**config.mk**
```make
export PLATFORM = sky130hd
export DESIGN_NAME = dbg_mailbox
export DESIGN_NICKNAME = d
export VERILOG_FILES = /design/src/rtl/dbgmb_pkg.sv /design/src/rtl/dbgmb_decode.sv /design/src/rtl/dbgmb_slot.sv /design/src/rtl/dbg_mailbox.sv
export SDC_FILE = /design/constraint.sdc
export NUM_CORES = 1
export LEC_CHECK = 0
export BUFFER_PORTS_ARGS = -buffer_cell sky130_fd_sc_hd__buf_4
export CAP_MARGIN = 0
export CORE_ASPECT_RATIO = 0.6
export CORE_MARGIN = 4
export CORE_UTILIZATION = 46
export DETAILED_ROUTE_END_ITERATION = 10
export GPL_ROUTABILITY_DRIVEN = 1
export PLACE_DENSITY = 0.86
export SLEW_MARGIN = 20
export SYNTH_ARGS = -nofsm -noshare
export SYNTH_HDL_FRONTEND = slang
export SYNTH_SLANG_ARGS = --single-unit
```
**constraint.sdc**
```tcl
create_clock -name clk -period 2 [get_ports clk]
set_input_delay 0.3 -clock clk [delete_from_list [all_inputs] [get_ports clk]]
set_output_delay 0.3 -clock clk [all_outputs]
set_load 0.01 [all_outputs]
```
**src/rtl/dbgmb_pkg.sv**
```systemverilog
package dbgmb_pkg;

    localparam int WORD_W    = 32;
    localparam int REG_AW    = 5;
    localparam int VER_W     = 4;
    localparam int STAT_ADDR = 4;
    localparam int DATA_ADDR = 5;

    // one-hot view of what a debugger access does this cycle
    typedef struct packed {
        logic stat_hit;
        logic data_take;
        logic data_load;
    } dbg_hit_t;

    function automatic logic [WORD_W-1:0] stat_word(
        input logic [VER_W-1:0] ver,
        input logic             tx_full,
        input logic             rx_full
    );
        logic [WORD_W-1:0] w;
        w = '0;
        w[WORD_W-1 -: VER_W] = ver;
        w[1] = tx_full;
        w[0] = rx_full;
        return w;
    endfunction

endpackage

```
**src/rtl/dbgmb_decode.sv**
```systemverilog
module dbgmb_decode
    import dbgmb_pkg::*;
#(
    parameter int AW = REG_AW
) (
    input  logic          sel,
    input  logic          wr,
    input  logic [AW-1:0] addr,
    output dbg_hit_t      hit
);
    localparam logic [AW-1:0] A_STAT = AW'(STAT_ADDR);
    localparam logic [AW-1:0] A_DATA = AW'(DATA_ADDR);

    always_comb begin
        hit.stat_hit  = (addr == A_STAT);
        hit.data_take = sel && !wr && (addr == A_DATA);
        hit.data_load = sel &&  wr && (addr == A_DATA);
    end
endmodule

```
**src/rtl/dbgmb_slot.sv**
```systemverilog
module dbgmb_slot #(
    parameter int W = 32
) (
    input  logic         clk,
    input  logic         rst,
    input  logic         load,
    input  logic [W-1:0] load_data,
    input  logic         take,
    output logic [W-1:0] word,
    output logic         full
);
    // a load beats a take in the same cycle: the new word stays pending
    always_ff @(posedge clk) begin
        if (rst) begin
            word <= '0;
            full <= 1'b0;
        end else if (load) begin
            word <= load_data;
            full <= 1'b1;
        end else if (take) begin
            full <= 1'b0;
        end
    end
endmodule

```
**src/rtl/dbg_mailbox.sv**
```systemverilog
module dbg_mailbox
    import dbgmb_pkg::*;
#(
    parameter int                DW      = WORD_W,
    parameter int                AW      = REG_AW,
    parameter logic [VER_W-1:0]  VERSION = 4'd3
) (
    input  logic          clk,
    input  logic          rst,
    input  logic          dbg_sel,
    input  logic          dbg_wr,
    input  logic [AW-1:0] dbg_addr,
    input  logic [DW-1:0] dbg_wdata,
    output logic [DW-1:0] dbg_rdata,
    input  logic          cpu_wr,
    input  logic [DW-1:0] cpu_wdata,
    input  logic          cpu_rd,
    output logic [DW-1:0] cpu_rdata,
    output logic          cpu_rx_full,
    output logic          cpu_tx_full
);
    localparam logic [AW-1:0] A_DATA = AW'(DATA_ADDR);

    dbg_hit_t          hit;
    logic [DW-1:0]     up_word;   // processor -> debugger
    logic              up_full;
    logic [DW-1:0]     dn_word;   // debugger -> processor
    logic              dn_full;
    logic [WORD_W-1:0] stat;

    dbgmb_decode #(.AW(AW)) u_dec (
        .sel  (dbg_sel),
        .wr   (dbg_wr),
        .addr (dbg_addr),
        .hit  (hit)
    );

    dbgmb_slot #(.W(DW)) u_up (
        .clk       (clk),
        .rst       (rst),
        .load      (cpu_wr),
        .load_data (cpu_wdata),
        .take      (hit.data_take),
        .word      (up_word),
        .full      (up_full)
    );

    dbgmb_slot #(.W(DW)) u_dn (
        .clk       (clk),
        .rst       (rst),
        .load      (hit.data_load),
        .load_data (dbg_wdata),
        .take      (cpu_rd),
        .word      (dn_word),
        .full      (dn_full)
    );

    assign stat = stat_word(VERSION, up_full, dn_full);

    always_comb begin
        if (hit.stat_hit)
            dbg_rdata = DW'(stat);
        else if (dbg_addr == A_DATA)
            dbg_rdata = up_word;
        else
            dbg_rdata = '0;
    end

    assign cpu_rdata   = dn_word;
    assign cpu_rx_full = dn_full;
    assign cpu_tx_full = up_full;
endmodule

```
Word level (Yosys, flattened, before mapping)
Index checks and enable logic that the tools add are counted.
{"block": "totals", "register_bits": 66, "input_bits": 75, "output_inout_bits": 66, "word_cells": 19}
{"block": "op_classes", "n_eq_ne": 2, "mux": 6, "n_reduce_logical": 7}
{"operator": "two-way mux 32 bit", "n": 2}
{"operator": "== test 5 x 3 -> 1 bit, second input constant", "n": 2}
{"operator": "logical AND 1 bit", "n": 4}
{"operator": "two-way mux 1 bit", "n": 4}
{"operator": "nonzero test 2 bit", "n": 2}
{"operator": "logical NOT 1 bit", "n": 1}

Logic depth before layout (Yosys ltp)
Gate-level depths: netlist of the first run.
{"block": "depth", "word_depth": 5, "depth_mapped": 6, "depth_no_buf": 3}

Cells and area by module
A second synthesis of the first run with hierarchy kept.
{"block": "unflattened", "hier_cells": 300, "area_unflattened_um2": 2886.5}
{"module": "dbgmb_slot", "n_inst": 2, "cells_per_inst": 108, "area_per_inst_um2": 1204.9, "seq_area_each_um2": 660.6}
{"module": "dbg_mailbox", "n_inst": 1, "cells_per_inst": 78, "area_per_inst_um2": 436.7, "seq_area_each_um2": 0.0}
{"module": "dbgmb_decode", "n_inst": 1, "cells_per_inst": 6, "area_per_inst_um2": 40.0, "seq_area_each_um2": 0.0}

Worst setup path before layout of the first run
Ideal clock, no wire load.
{"block": "synth_path", "path_type": "input -> output", "start": "input dbg_addr[1]", "end": "output dbg_rdata[10]", "arrival_time_ns": 1.451, "t_required_ns": 1.700, "slack_ns": 0.249, "path_stages": 6, "path_buffers": 3, "cell_sequence": "or4b_4 -> buf_6 -> nor2_2 -> buf_4 -> buf_6 -> and2_1"}
{"block": "synth_via", "elab_chain_len": 3, "elab_cells_between_ends": 4, "classes_between": "eq/ne: 2; mux: 2"}
{"element": "start: declaration", "line": "dbg_mailbox.sv:12", "text": "input logic [AW-1:0] dbg_addr,"}
{"element": "== test 5 x 3 -> 1 bit", "line": "dbg_mailbox.sv:63", "text": "else if (dbg_addr == A_DATA)"}
{"element": "two-way mux 32 bit", "line": "dbg_mailbox.sv:63"}
{"element": "two-way mux 32 bit *", "line": "dbg_mailbox.sv:61", "text": "if (hit.stat_hit)"}
{"element": "end: declaration", "line": "dbg_mailbox.sv:14", "text": "output logic [DW-1:0] dbg_rdata,"}
Mark *: on every way between the ends. The rest lies on a longest branch, timed or not.

Worst setup path in the final report of the first run
{"block": "layout_path", "start": "input dbg_addr[1]", "end": "output dbg_rdata[3]"}
Same word-level chain as after synthesis.

==> metrics.yaml, run 1 <==
grt_antenna_before_repair: 0
root_buffer: "clkbuf_8"
hold_class: "in -> reg"
yosys.area.top_type_share: 0.448
p_per_area_nw_per_um2: 712
clk_latency_ps: 320
rows: 22
ys_seq_area_frac: 0.448
cts_buffer_depth: 2
p_int_mw: 2.43
drt.antenna.violating_nets: 0
via_per_inst: 4.59
status: "completed"
p_leak_nw: 1.99
syn2layout_area_growth_pct: 45.0
p_clk_frac: 0.453
cp.required_ps: 1700
worst_slack_ps: 151
critPathKind: "in -> out"
cts_resized: 0
drc: 0
crit_family: "simple AND/OR/NAND/NOR gates"
overflow: 0
pre_cts_slack_ps: 145
syn_area_sq_um: 2950
cts.sinks: 66
nNetsFinal: 505
critPathMaxStageDelay_ps: 530
maxSlewViolCount: 0
max-slew-margin-rel: 0.614
cts_buffers: 9
drt_wl_total_microns: 6790
cp-start-kind: "primary input"
cts_tree: "yes"
grt_pass1_wl_microns: 10800
io_pins: 141
die_x_microns: 111
synth_top_cell_by_area: "dfxtp_1"
fin_cells: 519
first_global_vias: 2337
rrSetupSlack_ps: 1260
placed_cells: 503
drv_cap: 0
rsz0062_at_grt: "false"
synth.top_cells.by_area: "dfxtp_1 (45%), mux2i_1 (22%), nand2b_1 (14%), and2_1 (5.9%), nor2_1 (4.5%)"
clk_pin_slew_ps: 70
cp_num_buf_inv: 3
synth.avg_cell_area_sq_um: 9.99
tns_ps: 0
die_area_sq_um: 7790
pwr-share-seq: 0.452
path_cells: "buf_4 > or4b_4 > nor2_2 > buf_4 > and2_1 > buf_4"
core-area_sq_um: 6170
die_h_microns: 70.0
drive_gt1_frac: 0.382
antenna-diode-count: 0
skew_ps: 0
crit_slowest_cell: "or4b_4"
start_util: 0.478
fin_crit_sh: 0.924
vias: 2381
wl_per_cell_microns: 13.1
drt_pre_antenna_iters: 4
swShare: 0.201
peakVddDrop_mv: 0.444
max_freq_ghz: 0.541
cp_max_fo: 9
gp_congestion: 0.735
crit_top_cell: "buf_4"
combinationalPowerShare: 0.095
hold_viol_final: 0
setup_violations: 0
synth_seq_cells: 66
crit_path_end_kind: "output port"
cts.htree.levels: 3
worst_slew_pin_slew_ps: 579
track_usage: 0.168
cp.arrival_ps: 1550
synth_nets: 370
dr.first_iter.drc_count: 106
ys_warn_count: 0
grt_start_max_net_pins: 83
hold_buffers: 0
synth_cell_type_count: 20
fin_util: 0.693
layout_common_cells: "buf_4 (145), mux2i_1 (66), dfxtp_1 (66)"
postCtsSetupBuffers: 0
final_common_cell: "buf_4"
fill_cells: 512
p_switching_uw: 611
dp.final_hpwl_microns: 5080
syn_inst: 295
io_buffers: 140
finalCriticalPeriod_ps: 1850
finalPower_mw: 3.04
-- metrics by stage --
stage	hold WS [ps]	area (sq um)
floorplan	447	2950
global placement	459	4020
detailed placement	467	4020
CTS	195	4270
global route	189	4270
finish	210	4270
-- flip-flops by register name, summed over array words and instances (netlist names) --
| register | cells |
|---|---|
| u_dn.full | 1 |
| u_up.word | 32 |
| u_dn.word | 32 |
| u_up.full | 1 |
-- worst min-delay path: stages --
cell	delay, ps
buf_4	80
mux2i_1	50
nor2_1	70
-- power groups by stage --
stage	Clock (mW)	Combinational [mW]	Sequential (mW)
final	1.38	0.289	1.38
after CTS	1.42	0.292	1.38
after global routing	1.49	0.315	1.38
after floorplan	0	0.148	1.40
after detailed placement	0	0.291	1.41
after global placement	0	0.283	1.40
-- worst paths after layout --
| check | startpoint | to | depth (start not counted) |
|---|---|---|---|
| setup / recovery | dbg_addr[1] | dbg_rdata[3] | 6 |
| hold / removal | cpu_wdata[23] | u_up.word[23] | 3 |
| setup reg to reg | u_dn.full | u_dn.full | 2 |
| hold reg to reg | u_dn.word[30] | u_dn.word[30] | 2 |
-- metal layers --
metal | vias up | share of wire | GRT usage
met5 | - | 0 | 0
met4 | 0 | 0.0080 | 0.0445
met3 | 6 | 0.097 | 0.0779
met2 | 88 | 0.45 | 0.275
met1 | 1069 | 0.45 | 0.201
li1 | 1218 | - | -
-- synth_stat cells --
cell type,n
o21ba_2,1
and2_1,28
buf_6,2
inv_1,3
nor2_1,35
clkbuf_1,12
a21oi_1,2
nor2_2,1
buf_12,3
or4b_4,1
buf_4,1
nor2_8,1
buf_2,5
nand2b_1,64
nor2b_1,1
nand3_1,1
nor3b_1,1
a211oi_1,1
dfxtp_1,66
mux2i_1,66
-- layout make-up --
type | count | area, sq um | area share
multi-input cells | 203 | 1450 | 0.340
clock buffers | 12 | 155 | 0.0363
flip-flops and latches | 66 | 1320 | 0.309
inverters | 3 | 11.3 | 0.00264
clock inverters | 4 | 97.6 | 0.0228
well taps | 84 | 105 | 0.0246
repair buffers | 147 | 1130 | 0.264
-- cells by family (layout without fill, tap and decap cells) --
logic type,Yosys count,count (layout),synth area share
DFF,66,66,0.448
AOI/OAI and AO/OA,4,4,0.00934
and+or+nand+nor,133,133,0.260
muxes,66,66,0.224
buffers and inverters,26,166,0.0582
Note: power is estimated with default switching activity, not from simulation.
==> run 2: changes to the inputs <==
CORE_UTILIZATION = 40   (was 46)
PLACE_DENSITY = 0.77   (was 0.86)
==> run 2 against run 1 <==
Effect of this change:
- sequential power about the same
- via count is 0.92% lower
- clock-buffer cell count did not move
- power grew 4.6%
- routed wire length is 7.4% higher
- register-to-register slack is essentially flat
- critical path type unchanged
- highest routed layer unchanged
- clock skew unchanged
- critical endpoint is now dbg_rdata[26]
==> metrics.yaml, run 2 (synthesis results as in run 1) <==
worst_slew_pin_slew_ps: 624  # +45.3 ps
stdcell_area_sq_um: 4320  # +1.0%
crit_start: "dbg_addr[1]"
r2r-start: "u_dn.full"
io_pins: 141  # unchanged
postCtsSetupBuffers: 0  # unchanged
max-slew-margin-rel: 0.584  # -0.0302
cts_buffer_depth: 2  # unchanged
cp_max_fo: 29  # +20
postPlaceCellArea_sq_um: 4030  # +0.22%
p_per_area_nw_per_um2: 738  # +3.6%
timing.rr.end: "u_dn.full"
maxSlewViolCount: 0  # unchanged
drt_wl_total_microns: 7290  # +7.4%
worst_slack_ps: 122  # -29.4 ps
critPathKind: "in -> out"
setup_violations: 0  # unchanged
p_clk_frac: 0.475  # +0.022
pwr-share-seq: 0.433  # -0.019
drt_pre_antenna_iters: 4  # unchanged
reg2reg_depth: 2  # unchanged
fin_crit_sh: 0.939  # +0.0147
crit_end: "dbg_rdata[26]"
pre_cts_slack_ps: 128  # -16.4 ps
rsz0062_at_grt: "false"
drv_cap: 0  # unchanged
combinationalPowerShare: 0.091  # -0.004
root_buffer: "clkbuf_16"
die_x_microns: 119  # +6.7%
tns_ps: 0  # unchanged
nNetsFinal: 504  # -0.20%
gp_congestion: 0.695  # -5.4%
max_freq_ghz: 0.532  # -1.6%
drc: 0  # unchanged
p_switching_uw: 660  # +8.0%
skew_ps: 0  # unchanged
cts_buffers: 9  # unchanged
p_leak_nw: 2.01  # +0.85%
final_common_cell: "buf_4"
finalCriticalPeriod_ps: 1880  # +29.4 ps
clk_latency_ps: 320  # about the same
cp.arrival_ps: 1580  # +30 ps
start_util: 0.427  # -0.0513
cts_tree: "yes"
status: "completed"
fin_util: 0.625  # -0.0682
dr.first_iter.drc_count: 105  # -0.94%
antenna-diode-count: 0  # unchanged
clk_pin_slew_ps: 50  # -20 ps
hold_buffers: 0  # unchanged
track_usage: 0.170  # +0.00140
via_per_inst: 4.54  # -1.1%
core-area_sq_um: 6910  # +12%
top_layer_used: "met4"
cts.sinks: 66  # unchanged
syn2layout_area_growth_pct: 46.5
vias: 2359  # -0.92%
m1WireLength_microns: 3280  # +8.1%
reg_top3: "u_dn.word (32), u_up.word (32)"
dp.final_hpwl_microns: 5370  # +5.8%
first_global_vias: 2430  # +4.0%
layout_common_cells: "buf_4 (143), mux2i_1 (66), dfxtp_1 (66)"
peakVddDrop_mv: 0.411  # -7.5%
wl_per_cell_microns: 14.0  # +7.2%
grt_antenna_before_repair: 0  # unchanged
drt.antenna.violating_nets: 0  # unchanged
drive_gt1_frac: 0.376  # -0.00517
swShare: 0.207  # +0.00643
wl_met3_microns: 711  # +8.5%
cts_resized: 0  # unchanged
hold_viol_final: 0  # unchanged
cp-start-kind: "primary input"
die_h_microns: 74.5  # +6.4%
rows: 23  # +4.5%
overflow: 0  # unchanged
grt_pass1_wl_microns: 11900  # +10%
die_area_sq_um: 8850  # +14%
cts.htree.levels: 3  # unchanged
cp.required_ps: 1700  # about the same
io_buffers: 140  # unchanged
wl_met2_microns: 3250  # +6.9%
hold_class: "in -> reg"
rrSetupSlack_ps: 1270  # about the same
whs_ps: 211  # +1.60 ps
crit_path_end_kind: "output port"
p_int_mw: 2.52  # +3.8%
grt_start_max_net_pins: 85  # +2.4%
-- run 2: through the flow --
stage	instances	total power, mW
finish	520	3.18
global route	520	3.33
CTS	520	3.24
detailed placement	505	1.70
global placement	505	1.69
floorplan	295	1.55
-- run 2: worst min path at each step --
stage	start	end	slack (ps)	depth (start not counted)
after floorplan	cpu_wdata[10]	u_up.word[10]	450	2
after global placement	u_dn.word[6]	u_dn.word[6]	460	2
after detailed placement	u_dn.word[0]	u_dn.word[0]	470	2
after CTS	cpu_wdata[24]	u_up.word[24]	190	3
after global routing	cpu_wdata[26]	u_up.word[26]	190	3
final	cpu_wdata[24]	u_up.word[24]	210	3
-- run 2: worst max-delay path, stage by stage --
cell and delay, ps:
buf_4 110, or4b_4 540, nor2_2 150, buf_12 180, and2_1 170, buf_4 130
-- run 2: metal layers --
layer  vias to the layer above  GRT usage
met5                         -          0
met4                         0     0.0539
met3                         8     0.0897
met2                        79      0.267
met1                      1057      0.203
li1                       1215          -
-- run 2: power groups by stage --
stage | Combinational, mW | Clock (mW) | Sequential, mW
2_1_floorplan | 0.148 | 0 | 1.40
3_3_place_gp | 0.286 | 0 | 1.40
3_5_place_dp | 0.293 | 0 | 1.41
4_1_cts | 0.294 | 1.56 | 1.38
5_1_grt | 0.318 | 1.63 | 1.38
6_report | 0.291 | 1.51 | 1.38
-- run 2: layout make-up --
type | count | area [sq um]
Sequential cell | 66 | 1320
Clock inverter | 3 | 40.0
Tap cell | 87 | 109
Inverter | 3 | 11.3
Clock buffer | 12 | 246
Timing Repair Buffer | 146 | 1130
Multi-Input combinational cell | 203 | 1450
Fill cell | 599 | 2590
==> run 3: changes to the inputs <==
ABC_CLOCK_PERIOD_IN_PS = 2000   (was not set)
CTS_BUF_LIST = sky130_fd_sc_hd__clkbuf_8   (was not set)
RECOVER_POWER = 100   (was not set)
==> run 3 against run 2 <==
Effect of this change:
- die area stayed put
- combinational power is 2% lower
- critical path depth stayed put
- cell area is 7.0% lower
- fmax is 0.50% lower
- non-clock buffer count stayed put
- critical path type unchanged
==> metrics.yaml, run 3 (synthesis results as in run 1) <==
syn2layout_area_growth_pct: 36.2
hold_buffers: 0  # unchanged
cts_tree: "yes"
max_freq_ghz: 0.530  # -0.50%
core-area_sq_um: 6910  # unchanged
p_leak_nw: 1.72  # -14%
die_h_microns: 74.5  # unchanged
fin_cells: 520  # unchanged
clk_pin_slew_ps: 70  # +20 ps
whs_ps: 184  # -27.2 ps
postCtsSetupBuffers: 0  # unchanged
crit_path_end_kind: "output port"
timing.rr.end: "u_dn.full"
crit_end: "dbg_rdata[21]"
drc: 0  # unchanged
rsz0062_at_grt: "false"
grt_start_max_net_pins: 85  # unchanged
drv_cap: 0  # unchanged
io_pins: 141  # unchanged
placed_cells: 505  # unchanged
cp_max_fo: 29  # unchanged
grt_antenna_before_repair: 0  # unchanged
layout_common_cells: "buf_4 (92), mux2i_1 (66), dfxtp_1 (66)"
cp-start-kind: "primary input"
r2r-start: "u_dn.full"
dr.first_iter.drc_count: 108  # +2.9%
hold_class: "in -> reg"
cts_resized: 0  # unchanged
first_global_vias: 2420  # -0.41%
finalPower_mw: 2.74  # -14%
fin_util: 0.581  # -0.0437
antenna-diode-count: 0  # unchanged
cts.sinks: 66  # unchanged
reg_top3: "u_dn.word (32), u_up.word (32)"
overflow: 0  # unchanged
hold_viol_final: 0  # unchanged
fin_crit_sh: 0.944  # +0.00472
wl_per_cell_microns: 14.0  # about the same
hold_path_depth: 3  # unchanged
vias: 2362  # +0.13%
gp_congestion: 0.695  # unchanged
grt_pass1_wl_microns: 11800  # -0.52%
min_from: "cpu_wdata[24]"
max-slew-margin-rel: 0.254  # -0.330
rrSetupSlack_ps: 1270  # about the same
cp.required_ps: 1700  # about the same
io_buffers: 140  # unchanged
finalCriticalPeriod_ps: 1890  # +9.43 ps
setup_violations: 0  # unchanged
cts_buffer_depth: 2  # unchanged
clk_latency_ps: 340  # +20 ps
rows: 23  # unchanged
die_area_sq_um: 8850  # unchanged
maxSlewViolCount: 0  # unchanged
p_per_area_nw_per_um2: 682  # -7.6%
worst_slew_pin_slew_ps: 1120  # +495 ps
start_util: 0.427  # unchanged
via_per_inst: 4.54  # +0.13%
status: "completed"
skew_ps: 0  # unchanged
critPathKind: "in -> out"
dp.final_hpwl_microns: 5370  # unchanged
cp.arrival_ps: 1590  # about the same
tns_ps: 0  # unchanged
drive_gt1_frac: 0.263  # -0.113
nNetsFinal: 504  # unchanged
cts.htree.levels: 3  # unchanged
track_usage: 0.170  # +0.000194
root_buffer: "clkbuf_8"
drt_wl_total_microns: 7300  # about the same
final_common_cell: "buf_4"
cts_buffers: 9  # unchanged
drt.antenna.violating_nets: 0  # unchanged
die_x_microns: 119  # unchanged
peakVddDrop_mv: 0.434  # +5.6%
crit_start: "dbg_addr[1]"
drt_pre_antenna_iters: 4  # unchanged
reg2reg_depth: 2  # unchanged
==> run 3: changes by cell type in the layout (fill, tap and decap cells not counted) <==
cell	before	now
buf_4	143	92
clkbuf_1	2	49
and2_0	0	15
and2_1	28	13
clkbuf_16	9	0
clkbuf_8	1	10
inv_1	3	5
clkbuf_2	0	1
clkbuf_4	0	1
nor2_2	1	2
nor2_8	1	0
==> run 3: final cells by class <==
cell class	instances	area, sq um
Timing Repair Buffer	146	947
Multi-Input combinational cell	203	1440
Inverter	3	11.3
Fill cell	670	2890
Clock buffer	10	138
Tap cell	87	109
Sequential cell	66	1320
Clock inverter	5	47.5
==> run 3: how the worst min path moves through the flow <==
stage / slack [ps] / endpoint
global placement: 460 / u_dn.word[6]
finish: 180 / u_up.word[24]
global route: 160 / u_up.word[26]
CTS: 160 / u_up.word[24]
floorplan: 450 / u_up.word[10]
detailed placement: 470 / u_dn.word[0]
==> run 3: layer usage <==
| layer | share of wire | GRT usage | wire [microns] |
|---|---|---|---|
| met1 | 0.44 | 0.203 | 3220 |
| met2 | 0.45 | 0.262 | 3260 |
| met3 | 0.099 | 0.0904 | 726 |
| met4 | 0.013 | 0.0655 | 92 |
| met5 | 0 | 0 | 0 |
==> run 3: power breakdown <==
part	total [mW]	switching [mW]	internal, mW
Clock	1.08	0.486	0.589
Combinational	0.285	0.111	0.174
Sequential	1.38	0.0206	1.36
Total	2.74	0.617	2.12
==> run 3: stage by stage <==
stage | cell area, sq um | worst slack [ps]
2_1_floorplan | 2950 | 249
6_report | 4010 | 112
5_1_grt | 4010 | 37.1
4_1_cts | 4210 | 120
3_3_place_gp | 4030 | 151
3_5_place_dp | 4030 | 128
==> run 3: worst max-delay path, stage by stage <==
cell	delay (ps)
clkbuf_4	110
or4b_4	540
nor2_2	150
buf_12	180
and2_0	170
buf_4	130
